--- src/rtl/irqagg_pkg.sv ---
package irqagg_pkg;
    localparam int NCH     = 8;
    localparam int CODE_W  = 3;
    localparam int FIELD_W = NCH * CODE_W;
    localparam int REG_W   = 8;

    typedef logic [CODE_W-1:0] src_code_t;

    localparam src_code_t SRC_NONE    = 3'd0;
    localparam src_code_t SRC_LINE    = 3'd1;
    localparam src_code_t SRC_RXDATA  = 3'd2;
    localparam src_code_t SRC_TXEMPTY = 3'd3;
    localparam src_code_t SRC_MODEM   = 3'd4;
    localparam src_code_t SRC_SHARED  = 3'd7;

    typedef enum logic {CH_IDLE, CH_HELD}    ch_state_t;
    typedef enum logic {SH_QUIET, SH_RAISED} sh_state_t;

    function automatic logic code_valid(src_code_t c);
        return (c >= SRC_LINE) && (c <= SRC_MODEM);
    endfunction
endpackage

--- src/rtl/chan_src_latch.sv ---
module chan_src_latch
    import irqagg_pkg::*;
(
    input  logic      clk,
    input  logic      rst_n,
    input  src_code_t src_i,
    input  logic      clr_i,
    output logic      held_o,
    output src_code_t code_o
);
    ch_state_t state_q, state_d;
    src_code_t code_q, code_d;
    logic      in_ok;

    assign in_ok = code_valid(src_i);

    always_ff @(posedge clk) begin
        if (!rst_n) begin
            state_q <= CH_IDLE;
            code_q  <= SRC_NONE;
        end else begin
            state_q <= state_d;
            code_q  <= code_d;
        end
    end

    always_comb begin
        state_d = state_q;
        code_d  = code_q;
        unique case (state_q)
            CH_IDLE: begin
                if (in_ok) begin              // LATCH
                    state_d = CH_HELD;
                    code_d  = src_i;
                end
            end
            CH_HELD: begin
                if (clr_i) begin
                    if (in_ok) begin          // RELATCH
                        code_d = src_i;
                    end else begin            // RELEASE
                        state_d = CH_IDLE;
                        code_d  = SRC_NONE;
                    end
                end else if (in_ok && (src_i < code_q)) begin
                    code_d = src_i;           // PROMOTE
                end
            end
        endcase
    end

    always_comb begin
        held_o = (state_q == CH_HELD);
        code_o = code_q;
    end

    assert_held_valid_R5: assert property (@(posedge clk) disable iff (!rst_n)
        (state_q == CH_HELD) |-> code_valid(code_q));

    assert_idle_empty_R3: assert property (@(posedge clk) disable iff (!rst_n)
        (state_q == CH_IDLE) |-> (code_q == SRC_NONE));

    assert_latch_R2: assert property (@(posedge clk) disable iff (!rst_n)
        (state_q == CH_IDLE && code_valid(src_i)) |=> (held_o && code_q == $past(src_i)));

    assert_release_R6: assert property (@(posedge clk) disable iff (!rst_n)
        (state_q == CH_HELD && clr_i && !code_valid(src_i)) |=> (!held_o && code_q == SRC_NONE));

    assert_no_demote_R4: assert property (@(posedge clk) disable iff (!rst_n)
        (state_q == CH_HELD && !clr_i) |=> (held_o && code_q <= $past(code_q)));
endmodule

--- src/rtl/shared_evt_latch.sv ---
module shared_evt_latch
    import irqagg_pkg::*;
(
    input  logic           clk,
    input  logic           rst_n,
    input  logic [NCH-1:0] sleep_i,
    input  logic           tmr_expire_i,
    input  logic           tmr_en_i,
    input  logic           wake_i,
    input  logic           wake_en_i,
    input  logic           clr_i,
    output logic           raised_o
);
    sh_state_t sh_q, sh_d;
    logic      armed_q;
    logic      tmr_hit, wake_hit, any_hit;

    assign tmr_hit  = tmr_expire_i & tmr_en_i;
    assign wake_hit = wake_i & wake_en_i & armed_q;
    assign any_hit  = tmr_hit | wake_hit;

    always_ff @(posedge clk) begin
        if (!rst_n) begin
            sh_q    <= SH_QUIET;
            armed_q <= 1'b0;
        end else begin
            sh_q    <= sh_d;
            armed_q <= &sleep_i;
        end
    end

    always_comb begin
        sh_d = sh_q;
        unique case (sh_q)
            SH_QUIET:  if (any_hit)            sh_d = SH_RAISED;  // RAISE
            SH_RAISED: if (clr_i && !any_hit)  sh_d = SH_QUIET;   // DROP
        endcase
    end

    always_comb begin
        raised_o = (sh_q == SH_RAISED);
    end

    assert_timer_mask_R7: assert property (@(posedge clk) disable iff (!rst_n)
        (sh_q == SH_QUIET && !(tmr_expire_i && tmr_en_i) && !(wake_i && wake_en_i))
        |=> (sh_q == SH_QUIET));

    assert_wake_arm_R9: assert property (@(posedge clk) disable iff (!rst_n)
        (sh_q == SH_QUIET && !(tmr_expire_i && tmr_en_i) && !armed_q) |=> (sh_q == SH_QUIET));

    assert_set_wins_R10: assert property (@(posedge clk) disable iff (!rst_n)
        (tmr_expire_i && tmr_en_i) |=> raised_o);
endmodule

--- src/rtl/src_field_pack.sv ---
module src_field_pack
    import irqagg_pkg::*;
(
    input  logic [NCH-1:0]     held_i,
    input  logic [FIELD_W-1:0] codes_i,
    input  logic               shared_i,
    output logic [NCH-1:0]     pend_o,
    output logic [FIELD_W-1:0] field_o
);
    always_comb begin
        pend_o  = held_i;
        field_o = codes_i;
        pend_o[0] = held_i[0] | shared_i;
        if (!held_i[0] && shared_i) begin
            field_o[CODE_W-1:0] = SRC_SHARED;
        end
    end
endmodule

--- src/rtl/chan_irq_collector.sv ---
module chan_irq_collector
    import irqagg_pkg::*;
(
    input  logic                 clk,
    input  logic                 rst_n,
    input  logic [FIELD_W-1:0]   chan_src_i,
    input  logic [NCH-1:0]       chan_clr_i,
    input  logic [NCH-1:0]       chan_sleep_i,
    input  logic                 tmr_expire_i,
    input  logic                 tmr_en_i,
    input  logic                 wake_i,
    input  logic                 wake_en_i,
    output logic [REG_W-1:0]     reg_pend_o,
    output logic [REG_W-1:0]     reg_src0_o,
    output logic [REG_W-1:0]     reg_src1_o,
    output logic [REG_W-1:0]     reg_src2_o,
    output logic                 irq_o
);
    logic [NCH-1:0]     held;
    logic [FIELD_W-1:0] lat_codes;
    logic [NCH-1:0]     pend;
    logic [FIELD_W-1:0] field;
    logic               shared_raised;

    for (genvar k = 0; k < NCH; k++) begin : g_chan
        chan_src_latch u_lat (
            .clk    (clk),
            .rst_n  (rst_n),
            .src_i  (chan_src_i[k*CODE_W +: CODE_W]),
            .clr_i  (chan_clr_i[k]),
            .held_o (held[k]),
            .code_o (lat_codes[k*CODE_W +: CODE_W])
        );
    end

    shared_evt_latch u_shared (
        .clk          (clk),
        .rst_n        (rst_n),
        .sleep_i      (chan_sleep_i),
        .tmr_expire_i (tmr_expire_i),
        .tmr_en_i     (tmr_en_i),
        .wake_i       (wake_i),
        .wake_en_i    (wake_en_i),
        .clr_i        (chan_clr_i[0]),
        .raised_o     (shared_raised)
    );

    src_field_pack u_pack (
        .held_i   (held),
        .codes_i  (lat_codes),
        .shared_i (shared_raised),
        .pend_o   (pend),
        .field_o  (field)
    );

    assign reg_pend_o = pend;
    assign reg_src0_o = field[7:0];
    assign reg_src1_o = field[15:8];
    assign reg_src2_o = field[23:16];
    assign irq_o      = |pend;

    for (genvar k = 1; k < NCH; k++) begin : g_rsv
        assert_reserved_R5: assert property (@(posedge clk) disable iff (!rst_n)
            field[k*CODE_W +: CODE_W] != SRC_SHARED);
    end

    assert_ch0_prio_R8: assert property (@(posedge clk) disable iff (!rst_n)
        held[0] |-> (field[CODE_W-1:0] == lat_codes[CODE_W-1:0]));

    assert_shared_pend_R7: assert property (@(posedge clk) disable iff (!rst_n)
        shared_raised |-> (reg_pend_o[0] && irq_o));
endmodule

--- config.mk ---
export PLATFORM = sky130hd
export DESIGN_NAME = chan_irq_collector
export DESIGN_NICKNAME = d
export VERILOG_FILES = /design/src/rtl/irqagg_pkg.sv /design/src/rtl/chan_src_latch.sv /design/src/rtl/shared_evt_latch.sv /design/src/rtl/src_field_pack.sv /design/src/rtl/chan_irq_collector.sv
export SDC_FILE = /design/constraint.sdc
export NUM_CORES = 1
export LEC_CHECK = 0
export BUFFER_PORTS_ARGS = -buffer_cell sky130_fd_sc_hd__buf_2
export CAP_MARGIN = 20
export CORE_MARGIN = 5
export CORE_UTILIZATION = 49
export CTS_CLUSTER_SIZE = 20
export DETAILED_ROUTE_END_ITERATION = 8
export HOLD_SLACK_MARGIN = 0.15
export PLACE_DENSITY_LB_ADDON = 0.08
export SYNTH_ARGS = -nofsm -noshare
export SYNTH_HDL_FRONTEND = slang
export SYNTH_SLANG_ARGS = --single-unit
--- constraint.sdc ---
create_clock -name clk -period 1.7 [get_ports clk]
set_input_delay 0.17 -clock clk [delete_from_list [all_inputs] [get_ports clk]]
set_output_delay 0.17 -clock clk [all_outputs]
set_load 0.01 [all_outputs]
== Word level (Yosys, flattened, before mapping) ==
Cells that the tools add are included.
W data, S select, Z words.

* Register bits: 34
* Memories: 0
* Word-level logic and storage cells: 170
* Latch bits: 0
* ROM bits: 0
* Bits in writable memories: 0

* Div/mod/pow operators: 0
* Equal/unequal tests: 16
* Bitwise gates (word level): 14
* Magnitude comparators: 24
* Multipliers: 0
* Reduce and logical (&&, ||, !) cells: 30
* Shift operators: 0
* Mux-type cells: 68
* Add/sub/neg operators: 0

{| class="wikitable"
|+ Operator list
! cell !! number
|-
| $mux W3 || 33
|-
| $pmux W3 S2 || 8
|-
| $ge A3 B1 Y1 const B || 8
|-
| $le A3 B3 Y1 const B || 8
|-
| $lt A3 B3 Y1 || 8
|-
| $ne A3 B3 Y1 const B || 8
|-
| $logic_and A1 B1 Y1 || 18
|-
| $mux W1 || 18
|-
| $pmux W1 S2 || 9
|-
| $ne A2 B1 Y1 const B || 8
|-
| $reduce_and A2 Y1 || 8
|-
| $not A1 Y1 || 9
|-
| $reduce_and A8 Y1 || 1
|-
| $reduce_or A8 Y1 || 1
|-
| $and A1 B1 Y1 || 3
|-
| $logic_not A1 Y1 || 2
|-
| $or A1 B1 Y1 || 2
|}

== Longest topological paths before layout ==
* Word-level depth: 7
* Gate-level depth with buffers: 5
* Depth with buffers taken out: 5

== Cells and area by module ==
Synthesis repeated with hierarchy kept, for this count alone.

* Cell total of the unflattened synthesis: 263
* Area total of the unflattened synthesis: 2,417.3 sq um

{| class="wikitable"
|+ Modules (own cells, without submodules)
! module !! instances !! cells an instance !! area each (sq um) !! seq. area each (sq um)
|-
| chan_src_latch || 8 || 27 || 257.7 || 80.1
|-
| src_field_pack || 1 || 33 || 249.0 || 0.0
|-
| shared_evt_latch || 1 || 11 || 90.1 || 40.0
|-
| chan_irq_collector || 1 || 3 || 16.3 || 0.0
|}

== Least setup slack after synthesis ==
OpenSTA, ideal clock, no wires.

* Path kind: register to register
* Start: register g_chan[2].u_lat.code_q[2]
* End: register g_chan[2].u_lat.code_q[0]
* Arrival time: 1.246 ns
* Path slack: 0.331 ns
* Path buffers: 0
* Stages on the path, launching flop included: 6
* Library setup time: 0.123 ns
* Path through: dfxtp_1 > inv_1 > ha_1 > o21ai_0 > o22a_1 > o21ai_1

* Longest elaborated chain between the ends: 4

{| class="wikitable"
|+ Ends and longest elaborated chain
! what !! line !! source
|-
| start, declared || chan_src_latch.sv:12 || <nowiki>src_code_t code_q, code_d;</nowiki>
|-
| start signal, assigned || chan_src_latch.sv:23 || <nowiki>code_q <= code_d;</nowiki>
|-
| $lt A3 B3 Y1 || chan_src_latch.sv:45 || <nowiki>end else if (in_ok && (src_i < code_q)) begin</nowiki>
|-
| $logic_and A1 B1 Y1 || chan_src_latch.sv:45 ||
|-
| $ne A3 B3 Y1 (no line) || - ||
|-
| $reduce_and A2 Y1 (no line) || - ||
|}

Every way passes these cells.
A chain may end at the register's enable or synchronous reset.

== Worst setup path after layout ==
* Start: input chan_src_i[4]
* End: register g_chan[1].u_lat.code_q[0]

* Longest elaborated chain between the ends: 5

{| class="wikitable"
|+ Ends and longest elaborated chain
! what !! line !! source
|-
| start, declared || chan_irq_collector.sv:6 || <nowiki>input logic [FIELD_W-1:0] chan_src_i,</nowiki>
|-
| $ge A3 B1 Y1 / $le A3 B3 Y1 (equally long branches) || irqagg_pkg.sv:20 || <nowiki>return (c >= SRC_LINE) && (c <= SRC_MODEM);</nowiki>
|-
| $logic_and A1 B1 Y1 || irqagg_pkg.sv:20 ||
|-
| $mux W3 / $logic_and A1 B1 Y1 (equally long branches) || chan_src_latch.sv:39, chan_src_latch.sv:45 ||
|-
| $mux W3 / $ne A3 B3 Y1 (equally long branches) || - ||
|-
| $pmux W3 S2 / $reduce_and A2 Y1 (equally long branches) || - ||
|-
| end signal, assigned || chan_src_latch.sv:23 ||
|-
| end, declared || chan_src_latch.sv:12 ||
|}

Parallel ways exist; a longest one is shown, timed or not.

==> run summary <==
CTS tree: done
Slew Viols, Final: 0
Async S/R FF share, synth: 0%
initial DRC count: 25
clock latency on the worst-skew pair: 0.29 ns
CP arrival: 1.72 ns
pre-CTS setup slack: 0.2322 ns
pwr/cell area: 758.2 nW/um^2
CP required: 1.87 ns
core footprint: 4294 um^2
Setup CP Type: in2reg
Relative slew margins: 70.32%
Post-Synth XOR/XNOR Area: 2.827%
share of layout cells above drive strength 1: 28.65%
Diodes inserted: 0
Final Hold Viols: 0
vias in the first global route: 1867
die height: 75.85 um
Chip Width: 75.85 um
Synth Net Count: 316
antenna violations before repair: 0
HPWL reported at the end of detailed placement: 3820 um
Root Buffer: clkbuf_8
Cell variety after synth: 38
Die ar.: 5752 um^2
Vias: 2036
post-synthesis mux area share: 8.481%
setup bufs post-CTS: 0
most frequent cell after synthesis: nand2_1
Post-Synth Simple-Gate Area: 22.26%
synthesized-area fraction occupied by adder cells: 9.423%
Max-Cap Viols: 0
worst-path fanout max: 3
pin count of the biggest net entering global routing: 29
Worst Hold Margin: 0.1546 ns
routability congestion estimate: 0.8380
drt total wl: 5030 um
final net count: 403
DR WL/cell: 12.77 um
Yosys warnings: 0
setup tns final: 0 ns
Synth-to-Final Area Change: 28.50%
Post-synth EDFFs: 0
clk_skew: 0.002958 ns
Top Ports: 79
Routed Antenna Nets: 0
VDD IR-drop max: 0.4893 mV
clock-pin slew on the worst setup and hold paths: 0.07 ns
post-synthesis cell count: 254
# DRC: 0
first-pass GRT wire length: 7935 um
Global Route Usage Sum: 17.98%
# port buffers: 78
Tcrit/Tclk final: 91.21%
RSZ-0062 raised after global routing: false
CTS buffer count: 5
fin crit period: 1.551 ns
Fmax: 644.9 MHz
worst slew pin tran: 0.4405 ns
Main synth FF type: dfxtp_1
Max Buffers Root-to-Sink: 2
top cell type's share of synthesized area: 32.04%
gr ovfl total: 0
Mapped Area: 2125 um^2
Synth top cells by count: 36 x nand2_1, 34 x dfxtp_1, 18 x mux2i_1
Synth area leader: dfxtp_1
Cell Rows: 24
crit start category: primary input
post-route cell area: 2730 um^2
initial core utilization: 49.48%
total power: 2070 uW
H-tree depth: 2
DR vias/cell: 5.168
Critical Path Max Stage Delay: 0.54 ns
Synth Register Bits: 34
largest family of logic cells by synthesized area: simple AND/OR/NAND/NOR gates
Finish-stage setup viols: 0
Post-Syn Area per Cell: 8.364 um^2
outcome: completed
Hold WC Path Type: in2reg
DP Area: 2519 um^2
post-synthesis compound-gate area fraction: 18.55%
crit path capture type: register
slowest library cell on the worst path: dlygate4sd3_1
LEAKAGE: 0.001243 uW
clk sinks: 34
Final WS setup: 0.1494 ns
Synth area leaders: dfxtp_1 32%, ha_1 9.4%, mux2i_1 8.5%
Pre-antenna DRT Iters: 4
Seq/Total Area, Yosys: 32.04%
critical path cell sequence: dlygate4sd3_1 > buf_2 > ha_1 > a211oi_1 > o22ai_2 > mux2i_1
per-stage QoR:
| step | utilization [%] | std cells |
|---|---|---|
| 2_1_floorplan | - | 254 |
| 3_3_place_gp | 58.65 | 374 |
| 3_5_place_dp | 58.65 | 374 |
| 4_1_cts | 63.58 | 394 |
| 5_1_grt | 63.58 | 394 |
| 6_report | 63.58 | 394 |
final timing paths:
path                            slack, ns                         to                       from  cells past startpoint
worst max-delay path                 0.15  g_chan[1].u_lat.code_o[0]              chan_src_i[4]                      6
worst min-delay path                 0.15  g_chan[6].u_lat.code_o[1]             chan_src_i[19]                      3
worst max register to register       0.24  g_chan[2].u_lat.code_o[2]  g_chan[2].u_lat.code_o[2]                      5
worst min register to register       0.47  g_chan[0].u_lat.code_o[1]  g_chan[0].u_lat.code_o[1]                      2
critical path, delay by kind of cell:
family,cells,cell delay (ns)
fa+ha+maj,1,0.28
compound gates,2,0.44
mux,1,0.15
buf+inv,2,0.68
final cells by class:
class	count	area (um^2)
Tap cell	52	65.06
Inverter	18	67.56
Multi-Input combinational cell	191	1308
Fill cell	397	1564
Clock buffer	7	86.33
Sequential cell	34	680.7
Clock inverter	1	5.005
Timing Repair Buffer	91	518.0
sequential cells by signal, summed over array words and instances (netlist names):
name and cells:
g_chan.u_lat.code_o 24, u_shared.armed_q 1, u_shared.raised_o 1, g_chan.u_lat.held_o 8
logic make-up after synthesis:
logic type | count (synthesis)
AOI/OAI and AO/OA | 54
DFF | 34
muxes | 18
xor gates and xnor gates | 6
buffers and inverters | 29
and+or+nand+nor | 97
adders and majority gates | 16
timing repair:
item / in CTS / in global routing
hold buffers: 12 / 0
endpoints found under the hold margin: 10 / 0
resized for setup: 0 / 0
per-layer routing:
metal / global-route usage [%] / up-vias / wire length [um]
met2: 31.75 / 58 / 2403
met4: 6.408 / 0 / 80
met5: 0 / - / 0
li1: - / 1052 / -
met3: 4.090 / 8 / 366
met1: 21.14 / 918 / 2179
layout by cell type (no fill, tap or decap), types with 3 or more instances in the layout:
cell	n
dlygate4sd3_1	12
nor2_1	13
ha_1	16
o22a_1	5
and2_1	7
buf_2	78
clkbuf_8	6
nand3_1	11
xnor2_1	3
nor3_1	4
nand2_1	36
a21oi_1	8
nand2b_1	10
a211oi_1	5
dfxtp_1	34
o21a_1	7
nor2b_1	7
mux2i_1	18
o21ai_1	6
o21ai_0	10
a211oi_2	3
inv_1	17
o2111ai_1	6
where the power goes:
group	switching, uW	total [uW]	internal, uW
sequential	46.8	907	860
combinational	279	542	263
clock	294	621	327
total	620	2070	1450
Power figures use the tool's default switching activity.
